===== src/rtl/slvdec_pkg.sv =====
package slvdec_pkg;

    localparam int AM_W  = 6;
    localparam int REG_W = 16;
    localparam int IDX_W = 3;

    typedef enum logic [IDX_W-1:0] {
        IDX_SHORT_CMP = 3'd0,
        IDX_SHORT_MSK = 3'd1,
        IDX_MEM_CMP   = 3'd2,
        IDX_MEM_MSK   = 3'd3,
        IDX_CTRL      = 3'd4
    } reg_idx_e;

    typedef enum logic [1:0] {
        SPACE_WIDE = 2'b00,
        SPACE_STD  = 2'b01,
        SPACE_OFF2 = 2'b10,
        SPACE_OFF3 = 2'b11
    } space_e;

    typedef struct packed {
        logic   sup_only;
        logic   wide_ok;
        space_e space;
    } ctrl_t;

    typedef struct packed {
        logic short_cls;
        logic std_cls;
        logic wide_cls;
        logic sup;
    } am_class_t;

    function automatic am_class_t classify_am(logic [AM_W-1:0] am);
        am_class_t c;
        c.short_cls = (am[5:3] == 3'b101) && (am[1:0] == 2'b01);
        c.std_cls   = (am[5:3] == 3'b111) && (am[1:0] != 2'b00);
        c.wide_cls  = (am[5:3] == 3'b001) && (am[1:0] != 2'b00);
        c.sup       = am[2];
        return c;
    endfunction

endpackage


===== src/rtl/slvdec_regs.sv =====
module slvdec_regs
    import slvdec_pkg::*;
#(
    parameter int SHORT_BITS = 8,
    parameter int MEM_BITS   = 16
) (
    input  logic                  clk,
    input  logic                  rst,
    input  logic                  wr_en,
    input  logic [IDX_W-1:0]      wr_idx,
    input  logic [REG_W-1:0]      wr_data,
    output logic [SHORT_BITS-1:0] short_cmp,
    output logic [SHORT_BITS-1:0] short_msk,
    output logic [MEM_BITS-1:0]   mem_cmp,
    output logic [MEM_BITS-1:0]   mem_msk,
    output ctrl_t                 ctrl,
    output logic [1:0]            armed
);

    localparam int SHORT_TOP = REG_W - 1;

    logic [1:0] pend;

    always_ff @(posedge clk) begin
        if (rst) begin
            short_cmp <= '0;
            short_msk <= '0;
            mem_cmp   <= '0;
            mem_msk   <= '0;
            ctrl      <= '0;
        end else if (wr_en) begin
            case (wr_idx)
                IDX_SHORT_CMP: short_cmp <= wr_data[SHORT_TOP -: SHORT_BITS];
                IDX_SHORT_MSK: short_msk <= wr_data[SHORT_TOP -: SHORT_BITS];
                IDX_MEM_CMP:   mem_cmp   <= wr_data[MEM_BITS-1:0];
                IDX_MEM_MSK:   mem_msk   <= wr_data[MEM_BITS-1:0];
                IDX_CTRL:      ctrl      <= ctrl_t'(wr_data[5:2]);
                default: ;
            endcase
        end
    end

    // Arming sequence, one copy per window: compare then mask.
    for (genvar w = 0; w < 2; w++) begin : g_arm
        localparam logic [IDX_W-1:0] CMP_I = (w == 0) ? IDX_SHORT_CMP : IDX_MEM_CMP;
        localparam logic [IDX_W-1:0] MSK_I = (w == 0) ? IDX_SHORT_MSK : IDX_MEM_MSK;
        logic cmp_wr, msk_wr;
        assign cmp_wr = wr_en && (wr_idx == CMP_I);
        assign msk_wr = wr_en && (wr_idx == MSK_I);

        always_ff @(posedge clk) begin
            if (rst) begin
                armed[w] <= 1'b0;
                pend[w]  <= 1'b0;
            end else if (cmp_wr) begin
                armed[w] <= 1'b0;
                pend[w]  <= 1'b1;
            end else if (msk_wr) begin
                armed[w] <= armed[w] | pend[w];
                pend[w]  <= 1'b0;
            end
        end

        p_cmp_disarms_r6: assert property (@(posedge clk) disable iff (rst)
            cmp_wr |=> !armed[w])
            else $error("compare write left window armed");

        p_orphan_mask_r6: assert property (@(posedge clk) disable iff (rst)
            (msk_wr && !armed[w] && !pend[w]) |=> !armed[w])
            else $error("mask write without compare armed window");
    end

endmodule


===== src/rtl/slvdec_window.sv =====
module slvdec_window #(
    parameter int W = 8
) (
    input  logic [W-1:0] addr_bits,
    input  logic [W-1:0] cmp,
    input  logic [W-1:0] msk,
    input  logic         armed,
    input  logic         qualify,
    output logic         hit
);

    logic [W-1:0] diff;

    always_comb begin
        diff = (addr_bits ^ cmp) & ~msk;
        hit  = armed && qualify && (diff == '0);
    end

endmodule


===== src/rtl/slvdec_top.sv =====
module slvdec_top
    import slvdec_pkg::*;
#(
    parameter int ADDR_W     = 32,
    parameter int SHORT_BITS = 8,
    parameter int MEM_BITS   = 16,
    parameter int STD_BITS   = 8
) (
    input  logic              clk,
    input  logic              rst,
    input  logic              wr_en,
    input  logic [IDX_W-1:0]  wr_idx,
    input  logic [REG_W-1:0]  wr_data,
    input  logic [ADDR_W-1:0] bus_addr,
    input  logic [AM_W-1:0]   bus_am,
    input  logic              xfer_d32,
    input  logic              addr_strobe,
    output logic              match_short,
    output logic              match_mem,
    output logic              sel_short,
    output logic              sel_mem
);

    localparam int SHORT_LSB = REG_W - SHORT_BITS;
    localparam int MEM_LSB   = ADDR_W - MEM_BITS;

    logic [SHORT_BITS-1:0] short_cmp, short_msk;
    logic [MEM_BITS-1:0]   mem_cmp, mem_msk;
    ctrl_t                 ctrl;
    logic [1:0]            armed;
    am_class_t             cls;
    logic                  base_ok, hit_wide, hit_std;
    logic                  unused_low;

    assign unused_low = ^bus_addr[SHORT_LSB-1:0];

    slvdec_regs #(.SHORT_BITS(SHORT_BITS), .MEM_BITS(MEM_BITS)) u_regs (
        .clk(clk), .rst(rst), .wr_en(wr_en), .wr_idx(wr_idx), .wr_data(wr_data),
        .short_cmp(short_cmp), .short_msk(short_msk),
        .mem_cmp(mem_cmp), .mem_msk(mem_msk), .ctrl(ctrl), .armed(armed)
    );

    always_comb begin
        cls     = classify_am(bus_am);
        base_ok = (!ctrl.sup_only || cls.sup) && (ctrl.wide_ok || !xfer_d32);
    end

    slvdec_window #(.W(SHORT_BITS)) u_short (
        .addr_bits(bus_addr[REG_W-1:SHORT_LSB]), .cmp(short_cmp), .msk(short_msk),
        .armed(armed[0]), .qualify(base_ok && cls.short_cls), .hit(match_short)
    );

    slvdec_window #(.W(MEM_BITS)) u_wide (
        .addr_bits(bus_addr[ADDR_W-1:MEM_LSB]), .cmp(mem_cmp), .msk(mem_msk),
        .armed(armed[1]), .qualify(base_ok && cls.wide_cls && ctrl.space == SPACE_WIDE),
        .hit(hit_wide)
    );

    slvdec_window #(.W(STD_BITS)) u_std (
        .addr_bits(bus_addr[MEM_LSB+STD_BITS-1:MEM_LSB]),
        .cmp(mem_cmp[STD_BITS-1:0]), .msk(mem_msk[STD_BITS-1:0]),
        .armed(armed[1]), .qualify(base_ok && cls.std_cls && ctrl.space == SPACE_STD),
        .hit(hit_std)
    );

    assign match_mem = hit_wide | hit_std;

    always_ff @(posedge clk) begin
        if (rst) begin
            sel_short <= 1'b0;
            sel_mem   <= 1'b0;
        end else if (addr_strobe) begin
            sel_short <= match_short;
            sel_mem   <= match_mem;
        end
    end

    p_unarmed_quiet_r6: assert property (@(posedge clk) disable iff (rst)
        (!armed[1] |-> !match_mem) and (!armed[0] |-> !match_short))
        else $error("disarmed window matched");

    p_sup_gate_r7: assert property (@(posedge clk) disable iff (rst)
        (ctrl.sup_only && (match_mem || match_short)) |-> bus_am[2])
        else $error("non-supervisory code selected");

    p_d32_gate_r8: assert property (@(posedge clk) disable iff (rst)
        (!ctrl.wide_ok && xfer_d32) |-> !(match_mem || match_short))
        else $error("refused 32-bit cycle matched");

    p_space_off_r4: assert property (@(posedge clk) disable iff (rst)
        ctrl.space[1] |-> !match_mem)
        else $error("memory window matched in unused space");

    p_capture_r9: assert property (@(posedge clk) disable iff (rst)
        addr_strobe |=> (sel_mem == $past(match_mem)) && (sel_short == $past(match_short)))
        else $error("select not captured on strobe");

    p_hold_r9: assert property (@(posedge clk) disable iff (rst)
        !addr_strobe |=> $stable(sel_mem) && $stable(sel_short))
        else $error("select changed without strobe");

endmodule


===== config.mk =====
export PLATFORM = sky130hd
export DESIGN_NAME = slvdec_top
export DESIGN_NICKNAME = d
export VERILOG_FILES = /design/src/rtl/slvdec_pkg.sv /design/src/rtl/slvdec_regs.sv /design/src/rtl/slvdec_window.sv /design/src/rtl/slvdec_top.sv
export SDC_FILE = /design/constraint.sdc
export NUM_CORES = 1
export LEC_CHECK = 0
export ABC_CLOCK_PERIOD_IN_PS = 1300
export BUFFER_PORTS_ARGS = -buffer_cell sky130_fd_sc_hd__buf_2
export CORE_MARGIN = 2
export CORE_UTILIZATION = 52
export DETAILED_ROUTE_END_ITERATION = 8
export GPL_TIMING_DRIVEN = 0
export PLACE_DENSITY = 0.79
export SYNTH_ARGS = -nofsm -noshare
export SYNTH_HDL_FRONTEND = slang
export SYNTH_SLANG_ARGS = --single-unit

===== constraint.sdc =====
create_clock -name clk -period 1.3 [get_ports clk]
set_input_delay 0.195 -clock clk [delete_from_list [all_inputs] [get_ports clk]]
set_output_delay 0.195 -clock clk [all_outputs]
set_load 0.01 [all_outputs]

==> flow_results.xml <==
<?xml version="1.0" encoding="UTF-8"?>
<metrics>
  <group name="floorplanning">
    <metric name="die_y" unit="um">72.89</metric>
    <metric name="initial_utilization" unit="%">52.94</metric>
    <metric name="core_area" unit="mm^2">0.004661</metric>
    <metric name="rows" unit="">25</metric>
    <metric name="floorplan.io_pins" unit="">66</metric>
    <metric name="chipWidth" unit="um">72.89</metric>
    <metric name="floorplan.die_area" unit="mm^2">0.005312</metric>
  </group>
  <group name="yosys">
    <metric name="synth_top_family_by_area" unit="">simple AND/OR/NAND/NOR gates</metric>
    <metric name="synth_xor_area_share" unit="%">8.519</metric>
    <metric name="synth_cell_types" unit="">34</metric>
    <metric name="synth_area_leader_cell" unit="">sky130_fd_sc_hd__dfxtp_1</metric>
    <metric name="async_flop_share" unit="%">0</metric>
    <metric name="synth_flop_cell" unit="">sky130_fd_sc_hd__dfxtp_1</metric>
    <metric name="synthMuxAreaShare" unit="%">1.623</metric>
    <metric name="netlist.area_leader.share" unit="%">47.06</metric>
    <metric name="synth_seq_area_share" unit="%">47.06</metric>
    <metric name="synthesis.nets" unit="">371</metric>
    <metric name="number_of_enable_type_register_cells_in_the_synthesized_netlist" unit="">0</metric>
    <metric name="synthesis.area" unit="mm^2">0.002467</metric>
    <metric name="synth_area_per_cell" unit="um^2">7.985</metric>
    <metric name="yosys.area_share.adder" unit="%">0</metric>
    <metric name="synth_compound_area_share" unit="%">14.66</metric>
    <metric name="synth_top_cells_by_area" unit="">sky130_fd_sc_hd__dfxtp_1 (47%), sky130_fd_sc_hd__nand2_1 (15%), sky130_fd_sc_hd__a21oi_1 (10%), sky130_fd_sc_hd__xnor2_1 (8.5%), sky130_fd_sc_hd__o22ai_1 (2.5%)</metric>
    <metric name="synth_warnings" unit="">0</metric>
    <metric name="yosys.area_share.simple" unit="%">23.83</metric>
    <metric name="synth_cells" unit="">309</metric>
    <metric name="synth_seq_cells" unit="">58</metric>
  </group>
  <group name="setup_path">
    <metric name="setup.worst_path.start" unit="">u_regs.mem_cmp[5]</metric>
    <metric name="timing.critical_path.from_type" unit="">flip-flop</metric>
    <metric name="critical_path.endpoint" unit="">match_mem</metric>
    <metric name="timing.rr.end" unit="">sel_mem</metric>
    <metric name="cp_data_arrival_time" unit="ns">1.64</metric>
    <metric name="worst-path-max-fanout" unit="">2</metric>
    <metric name="crit_path_end_kind" unit="">output port</metric>
    <metric name="cp_data_required_time" unit="ns">1.11</metric>
    <metric name="r2r_start" unit="">u_regs.mem_cmp[5]</metric>
    <metric name="register_to_register_path_setup_slack" unit="ns">-0.05</metric>
    <metric name="timing.critical_path.slowest_stage_cell" unit="">sky130_fd_sc_hd__nor4_4</metric>
    <metric name="cp_cell_sequence" unit="">xnor2_2 -&gt; o22ai_2 -&gt; nor4_4 -&gt; a21boi_2 -&gt; buf_2</metric>
    <metric name="timing.setup.critical_path_class" unit="">flip-flop to output port</metric>
    <metric name="critical_path.max_stage_delay" unit="ns">0.35</metric>
    <metric name="r2r_cells" unit="">6</metric>
  </group>
  <group name="final_layout">
    <metric name="final_cell_count_no_fill" unit="">437</metric>
    <metric name="multiInputGateArea" unit="mm^2">0.001340</metric>
    <metric name="layout-drive-gt1-share" unit="%">29.77</metric>
    <metric name="finalNetCount" unit="">441</metric>
    <metric name="flow.area_growth_from_synthesis" unit="%">29.26</metric>
    <metric name="antenna-diode-count" unit="">0</metric>
    <metric name="layout.area.seq" unit="mm^2">0.001171</metric>
    <metric name="layout_commonest_cell" unit="">sky130_fd_sc_hd__nand2_1</metric>
    <metric name="final_cell_mix" unit="">sky130_fd_sc_hd__nand2_1 (99), sky130_fd_sc_hd__buf_2 (61), sky130_fd_sc_hd__a21oi_1 (51)</metric>
    <metric name="filler_cell_count" unit="">395</metric>
  </group>
  <group name="place">
    <metric name="dpl.cell_count" unit="">420</metric>
    <metric name="routabilityCongestion" unit="">0.8414</metric>
    <metric name="dpl.hpwl" unit="um">4497</metric>
    <metric name="place.port_buffers" unit="">57</metric>
  </group>
  <group name="cts">
    <metric name="ctsHtreeMaxLevel" unit="">3</metric>
    <metric name="cts_buffer_depth" unit="">2</metric>
    <metric name="clkTransAtPathRegs" unit="ns">0.06</metric>
    <metric name="root_buffer" unit="">sky130_fd_sc_hd__clkbuf_8</metric>
    <metric name="worst_skew_pair.late_latency" unit="ns">0.34</metric>
    <metric name="tritoncts" unit="">built</metric>
    <metric name="clock_sinks" unit="">58</metric>
    <metric name="tritoncts.num_buffers" unit="">9</metric>
    <metric name="hold_buffer_count_at_cts" unit="">0</metric>
  </group>
  <group name="flow_run">
    <metric name="timing.max_cap.violations" unit="">0</metric>
  </group>
  <group name="sta">
    <metric name="fin_ws" unit="ns">-0.5345</metric>
    <metric name="final_number_of_setup_violating_endpoints" unit="">3</metric>
    <metric name="rsz_0062_raised_after_global_routing" unit="">true</metric>
    <metric name="max_clock_freq" unit="MHz">545.1</metric>
    <metric name="timing.hold.ws" unit="ns">0.09617</metric>
    <metric name="fin_skew" unit="ns">0.002760</metric>
    <metric name="timing.slew.headroom" unit="%">62.98</metric>
    <metric name="period_needed" unit="ns">1.835</metric>
    <metric name="finalHoldViolations" unit="">0</metric>
    <metric name="max_slew.worst_pin.slew" unit="ns">0.5553</metric>
    <metric name="final.setup.tns" unit="ns">-0.9740</metric>
    <metric name="period_share" unit="%">141.1</metric>
    <metric name="slew_violations" unit="">0</metric>
  </group>
  <group name="routing">
    <metric name="remaining_drc_errors" unit="">0</metric>
    <metric name="route.vias.total" unit="">2297</metric>
    <metric name="final_antenna_net_count" unit="">0</metric>
    <metric name="routed_wirelength" unit="um">6164</metric>
    <metric name="vias_per_cell" unit="">5.256</metric>
    <metric name="drt_pass1_iterations" unit="">4</metric>
    <metric name="drtIter0Drc" unit="">106</metric>
    <metric name="drt_wl_cell" unit="um">14.11</metric>
  </group>
  <group name="run_status">
    <metric name="outcome" unit="">finished, violations left</metric>
    <metric name="violations_in_the_final_reports" unit="">setup timing</metric>
  </group>
  <group name="global_routing">
    <metric name="grt_antenna_before_repair" unit="">0</metric>
    <metric name="grt_pass1_wl" unit="um">9646</metric>
    <metric name="pin_count_of_the_biggest_net_entering_global_routing" unit="">11</metric>
    <metric name="global_route.overflow_total" unit="">0</metric>
    <metric name="grt_use_total" unit="%">24.11</metric>
    <metric name="first_global_vias" unit="">2137</metric>
  </group>
  <group name="power">
    <metric name="pwr_cell_area" unit="mW/mm^2">1237</metric>
    <metric name="peakVddDrop" unit="mV">0.9718</metric>
    <metric name="static_power_due_to_leakage" unit="nW">1.190</metric>
  </group>
  <group name="hold_path">
    <metric name="hold_path_class" unit="">input port to flip-flop</metric>
  </group>
</metrics>
## cells by family (layout without fill, tap and decap cells)
family / after synthesis / after routing
and+or+nand+nor: 136 / 136
muxes: 4 / 4
DFF: 58 / 58
buffers and inverters: 20 / 94
AOI/OAI and AO/OA: 67 / 67
xor gates and xnor gates: 24 / 24
## cell type report
type | instances | area share (%)
buffer | 16 | 2.864
clock buffer | 13 | 5.296
clock inverter | 2 | 1.098
inverter | 4 | 0.4708
multi-input combinational | 231 | 42.02
sequential | 58 | 36.72
tap | 54 | 2.118
timing repair buffer | 59 | 9.415
## registers in the layout, indices dropped and copies added (netlist names)
name	flops
sel_mem	1
sel_short	1
u_regs.armed	2
u_regs.ctrl	4
u_regs.mem_cmp	16
u_regs.mem_msk	16
u_regs.pend	2
u_regs.short_cmp	8
u_regs.short_msk	8
## how the worst min path moves through the flow
stage	end	cells past startpoint	startpoint
2_1_floorplan	sel_mem	1	addr_strobe
3_3_place_gp	u_regs.short_msk[6]	2	u_regs.short_msk[6]
3_5_place_dp	sel_mem	2	addr_strobe
4_1_cts	u_regs.mem_cmp[6]	3	wr_data[6]
5_1_grt	u_regs.mem_msk[6]	3	wr_data[6]
6_report	u_regs.mem_cmp[6]	3	wr_data[6]
## synth_stat cells (3+ instances only)
cell / n
sky130_fd_sc_hd__inv_1: 4
sky130_fd_sc_hd__nand2_1: 99
sky130_fd_sc_hd__buf_2: 4
sky130_fd_sc_hd__dfxtp_1: 58
sky130_fd_sc_hd__nor3_2: 3
sky130_fd_sc_hd__xnor2_1: 24
sky130_fd_sc_hd__mux2i_1: 4
sky130_fd_sc_hd__buf_4: 3
sky130_fd_sc_hd__o22ai_1: 10
sky130_fd_sc_hd__nor3_1: 3
sky130_fd_sc_hd__clkbuf_1: 6
sky130_fd_sc_hd__nor2_1: 14
sky130_fd_sc_hd__nor4_1: 3
sky130_fd_sc_hd__a21oi_1: 51
## stage by stage
| step | area [um^2] | power, mW | setup slack, ns | util (%) |
|---|---|---|---|---|
| floorplan | 2471 | 2.052 | 0.02717 | - |
| global route | 3189 | 4.068 | -0.5756 | 68.43 |
| CTS | 3063 | 3.921 | -0.5807 | 65.72 |
| finish | 3189 | 3.944 | -0.5345 | 68.43 |
| global placement | 2824 | 2.213 | -0.3274 | 60.59 |
| detailed placement | 2824 | 2.219 | -0.3592 | 60.59 |
## worst max-delay path, delay by kind of cell (launching register included)
family / cells / cell delay, ns
AOI/OAI and AO/OA: 2 / 0.33
xor gates and xnor gates: 1 / 0.13
buffers and inverters: 1 / 0.14
DFF: 1 / 0.33
and+or+nand+nor: 1 / 0.35
## report_power, final
group | leakage (nW) | total (mW) | switching, mW | internal [mW]
sequential | 0.473 | 1.84 | 0.0251 | 1.82
combinational | 0.611 | 0.379 | 0.208 | 0.171
clock | 0.106 | 1.72 | 0.694 | 1.03
total | 1.19 | 3.94 | 0.927 | 3.02
## repair_timing
item / CTS / global route
gates resized for setup: 7 / 21
buffers inserted: 1 / 1
endpoints found under the setup margin: 4 / 3
pin swaps: 6 / 14
## routing by layer
| layer | GRT usage (%) | routed length (um) |
|---|---|---|
| met4 | 9.259 | 96 |
| met2 | 41.62 | 3111 |
| met1 | 29.53 | 2617 |
| met3 | 4.834 | 339 |
| met5 | 0 | 0 |
No activity file was read; power rests on OpenSTA's default activity.
